[src/rtl/prbs_chk_pkg.sv]
package prbs_chk_pkg;

    localparam int NUM_POLY = 4;
    localparam int HIST_W   = 31;
    localparam int PH_W     = 7;

    typedef enum logic [1:0] {
        ST_SEED = 2'd0,
        ST_SYNC = 2'd1,
        ST_LOCK = 2'd2
    } chk_st_e;

    // order of polynomial index i (degree of highest term)
    function automatic int poly_order(input int i);
        case (i)
            0:       return 7;
            1:       return 9;
            2:       return 23;
            default: return 31;
        endcase
    endfunction

    // second feedback term of polynomial index i
    function automatic int poly_tap(input int i);
        case (i)
            0:       return 6;
            1:       return 5;
            2:       return 18;
            default: return 28;
        endcase
    endfunction

endpackage

[src/rtl/prbs_chk_pred.sv]
module prbs_chk_pred
    import prbs_chk_pkg::*;
(
    input  logic [HIST_W-1:0]   hist_i,
    input  logic [NUM_POLY-1:0] sel_i,
    output logic                pred_o,
    output logic [PH_W-1:0]     order_o,
    output logic                sel_ok_o
);

    logic [NUM_POLY-1:0]           tap_bit;
    logic [NUM_POLY-1:0][PH_W-1:0] ord;

    // hist_i[k] holds the bit received k+1 positions ago
    for (genvar g = 0; g < NUM_POLY; g++) begin : g_poly
        assign tap_bit[g] = hist_i[poly_order(g)-1] ^ hist_i[poly_tap(g)-1];
        assign ord[g]     = PH_W'(poly_order(g));
    end

    always_comb begin
        pred_o  = 1'b0;
        order_o = '0;
        for (int i = 0; i < NUM_POLY; i++) begin
            if (sel_i[i]) begin
                pred_o  = pred_o | tap_bit[i];
                order_o = order_o | ord[i];
            end
        end
    end

    assign sel_ok_o = $onehot(sel_i);

endmodule

[config.mk]
export PLATFORM = sky130hd
export DESIGN_NAME = prbs_chk_pred
export DESIGN_NICKNAME = d
export VERILOG_FILES = /design/src/rtl/prbs_chk_pkg.sv /design/src/rtl/prbs_chk_pred.sv
export SDC_FILE = /design/constraint.sdc
export NUM_CORES = 1
export LEC_CHECK = 0
export ABC_AREA = 1
export CAP_MARGIN = 15
export CORE_AREA = 5 5 42 44
export DETAILED_ROUTE_END_ITERATION = 10
export DIE_AREA = 0 0 47 49
export GPL_TIMING_DRIVEN = 0
export MAX_ROUTING_LAYER = met4
export PLACE_DENSITY = 0.71
export SYNTH_ARGS = -nofsm -noshare
export SYNTH_HDL_FRONTEND = slang
export SYNTH_SLANG_ARGS = --single-unit
[constraint.sdc]
create_clock -name vclk -period 2.69
set_input_delay 0.6725 -clock vclk [all_inputs]
set_output_delay 0.6725 -clock vclk [all_outputs]
set_load 0.02 [all_outputs]
Word level (Yosys, flattened, before mapping) --
Index checks and enable logic that the tools add are counted.
Operators by class: $add $sub $neg 3, equal/unequal tests 1, multiplexer cells 8, bitwise operators 7
Operators with widths (count):
- two-way mux 5 bit | 2
- adder 1 x 1 -> 2 bit | 2
- two-way mux 1 bit | 4
- two-way mux 4 bit | 1
- bitwise XOR 1 bit | 4
- adder 2 x 2 -> 3 bit | 1
- == test 3 x 1 -> 1 bit (second input constant) | 1
- two-way mux 3 bit | 1
- OR 1 bit | 3
Word-level totals: bits in registers 0, input bits 35

Depth between registers and ports, before layout --
depth in word-level cells 8, mapped depth 6, mapped depth without buffers 6

Worst setup path after synthesis --
OpenSTA, ideal clock, no wires.
path kind input -> output, start point in sel_i[0], end point out sel_ok_o, buffers on the path 0, slack -0.242 ns, required time 2.017 ns, cell stages on the path 6, arrival time 2.259 ns, path through inv_1 > fa_1 > inv_1 > ha_1 > ha_1 > nor3b_1
Between the ends: word-level cells in the longest chain between the ends 3
Ends and longest elaborated chain:
- start: declaration | RTL line prbs_chk_pred.sv:5 | input logic [NUM_POLY-1:0] sel_i,
- adder 1 x 1 -> 2 bit (implied by the code) | RTL line prbs_chk_pred.sv:31 | assign sel_ok_o = $onehot(sel_i);
- adder 2 x 2 -> 3 bit (implied by the code) | RTL line prbs_chk_pred.sv:31
- == test 3 x 1 -> 1 bit | RTL line prbs_chk_pred.sv:31
- end: declaration | RTL line prbs_chk_pred.sv:8 | output logic sel_ok_o
No other way between the ends.

Worst setup path in the final report --
Ends and elaborated chain as after synthesis.

==> out/qor.yml <==
portBuffers: 19
via_per_inst: 3.63
fp.dieH_um: 49
status: "complete, but fails checks"
post-route-cell-area_um2: 499
synth_cell_types: 9
grtUsageTotal_pct: 5.26
io_pins: 44
die_w_um: 47
synth_warnings: 0
drv_slew: 0
nClkBuffers: 0
crit_path_start_kind: "input port"
worst_hold_path_type: "input port to primary output"
ant_nets: 0
route.detailed.drc: 0
crit_path_end_kind: "primary output"
grt_pass1_vias: 259
grt_overflow: 0
finalSetupViolCount: 1
antennaDiodeCount: 0
min_period_ns: 2.72
netlist_area_um2: 216
detailed_place.area_um2: 454
power.leakage_nw: 0.261
ys_seq_area_share_pct: 0
synthCells: 41
syn2layout_area_growth_pct: 131
antenna_found_initial: 0
grt_pass1_wl_um: 952
place_inst: 77
holdBufCountCts: 0
hold_path_startpoint: "sel_i[3]"
rsz0062_at_grt: "yes"
p_per_area_mw_per_mm2: 183
start_util_pct: 15.4
crit_type: "input port to primary output"
fin_nets: 105
fillers: 162
multi_input_area_um2: 183
dpl.hpwl_um: 543
min_to: "order_o[0]"
first_iter_violations: 1
drive_gt1_share_pct: 25.0
design.seq.count: 0
min_path_cells: 5
core_region_area_mm2: 0.00140
fin_ws_ns: -0.0298
violations: "negative setup slack"
drt-pass1-iter-count: 2
crit_fanout: 2
grt_max_degree: 5
num_rows: 14
avgSynthCellArea_um2: 5.28
finalHoldViolCount: 0
final_cells: 80
critical_path_arrival_ns: 2.05
cap_violations: 0
die-area_mm2: 0.00230
seq_area_um2: 0
maxClockFrequency_mhz: 368
peakVddDrop_mv: 0.0792
via_count: 290
wire_per_inst_um: 7.29
cp.required_ns: 2.02
place_congestion: 0.632
wirelength_um: 583
period_share_pct: 101
[worst max-delay path by stage]
stage | from | end | slack [ns] | depth (start not counted)
6_report | sel_i[0] | sel_ok_o | -0.03 | 8
5_1_grt | sel_i[0] | sel_ok_o | -0.07 | 8
4_1_cts | sel_i[3] | sel_ok_o | -0.08 | 8
3_5_place_dp | sel_i[0] | sel_ok_o | -1.02 | 8
3_3_place_gp | sel_i[0] | sel_ok_o | -1.0 | 8
2_1_floorplan | sel_i[0] | sel_ok_o | 0.04 | 6
[metrics by stage]
| stage | worst slack [ns] | setup TNS (ns) | power, mW | utilization [%] | hold slack (ns) |
|---|---|---|---|---|---|
| after floorplan | 0.0437 | 0 | 0.0479 | - | 1.54 |
| after global routing | -0.0738 | -0.0738 | 0.100 | 35.6 | 1.90 |
| after CTS | -0.0823 | -0.0823 | 0.0914 | 34.4 | 1.95 |
| final | -0.0298 | -0.0298 | 0.0916 | 35.6 | 1.85 |
| after detailed placement | -1.02 | -1.25 | 0.0865 | 32.4 | 2.51 |
| after global placement | -1.00 | -1.20 | 0.0846 | 32.4 | 2.50 |
[Yosys cell counts]
| cell type | instances | area (µm²) |
|---|---|---|
| buf_4 | 3 | 22.5 |
| fa_1 | 1 | 20.0 |
| nand2_1 | 12 | 45.0 |
| inv_1 | 11 | 41.3 |
| ha_1 | 3 | 37.5 |
| conb_1 | 1 | 3.75 |
| nor3b_1 | 1 | 7.51 |
| nor2_1 | 5 | 18.8 |
| nand3_1 | 4 | 20.0 |
[logic make-up after synthesis]
| group | synth area share (%) |
|---|---|
| simple gates | 42.2 |
| buf+inv | 29.5 |
| fa+ha+maj | 26.6 |
| other cells | 1.73 |
[repair_timing]
| item | 4_1_cts | 5_1_grt |
|---|---|---|
| gates resized for setup | 28 | 5 |
| setup endpoints to repair | 4 | 3 |
| buffers inserted | 3 | 0 |
| pin swaps | 3 | 3 |
[report_power, final]
part | leakage (nW) | switching [mW] | internal [mW]
Combinational | 0.261 | 0.0392 | 0.0523
Clock | 0 | 0 | 0
Sequential | 0 | 0 | 0
Total | 0.261 | 0.0392 | 0.0523
[per-layer routing]
layer  track usage [%]  part of all wire (%)  wire length (µm)  vias up
li1                  -                     -                 -      160
met1              6.77                    37               218      115
met2              9.50                    48               280       15
met3                 0                    14                83        0
met4                 0                     0                 0        0
met5                 -                     0                 0        -
[cell usage in the layout (no fill, tap or decap), drive strengths merged, types with 2 or more instances in the layout]
master	synthesis	layout
inv	11	11
nand3	4	4
dlygate4sd2	0	2
clkdlybuf4s50	0	11
nor2	5	5
conb	1	2
buf	3	10
nand2	12	12
ha	3	3
dlymetal6s2s	0	2
[cell type report]
| cell class | instances | area share (%) |
|---|---|---|
| Tap cell | 16 | 4.01 |
| Buffer | 3 | 4.51 |
| Multi-Input combinational cell | 28 | 36.6 |
| Inverter | 11 | 9.27 |
| Timing Repair Buffer | 22 | 45.6 |
[worst max-delay path, cell delays in order]
cell	delay, ns
buf_8	0.08
inv_4	0.03
fa_1	0.53
inv_1	0.04
ha_2	0.17
ha_4	0.22
nor3b_4	0.17
buf_6	0.14
(Power assumes the default switching activity.)
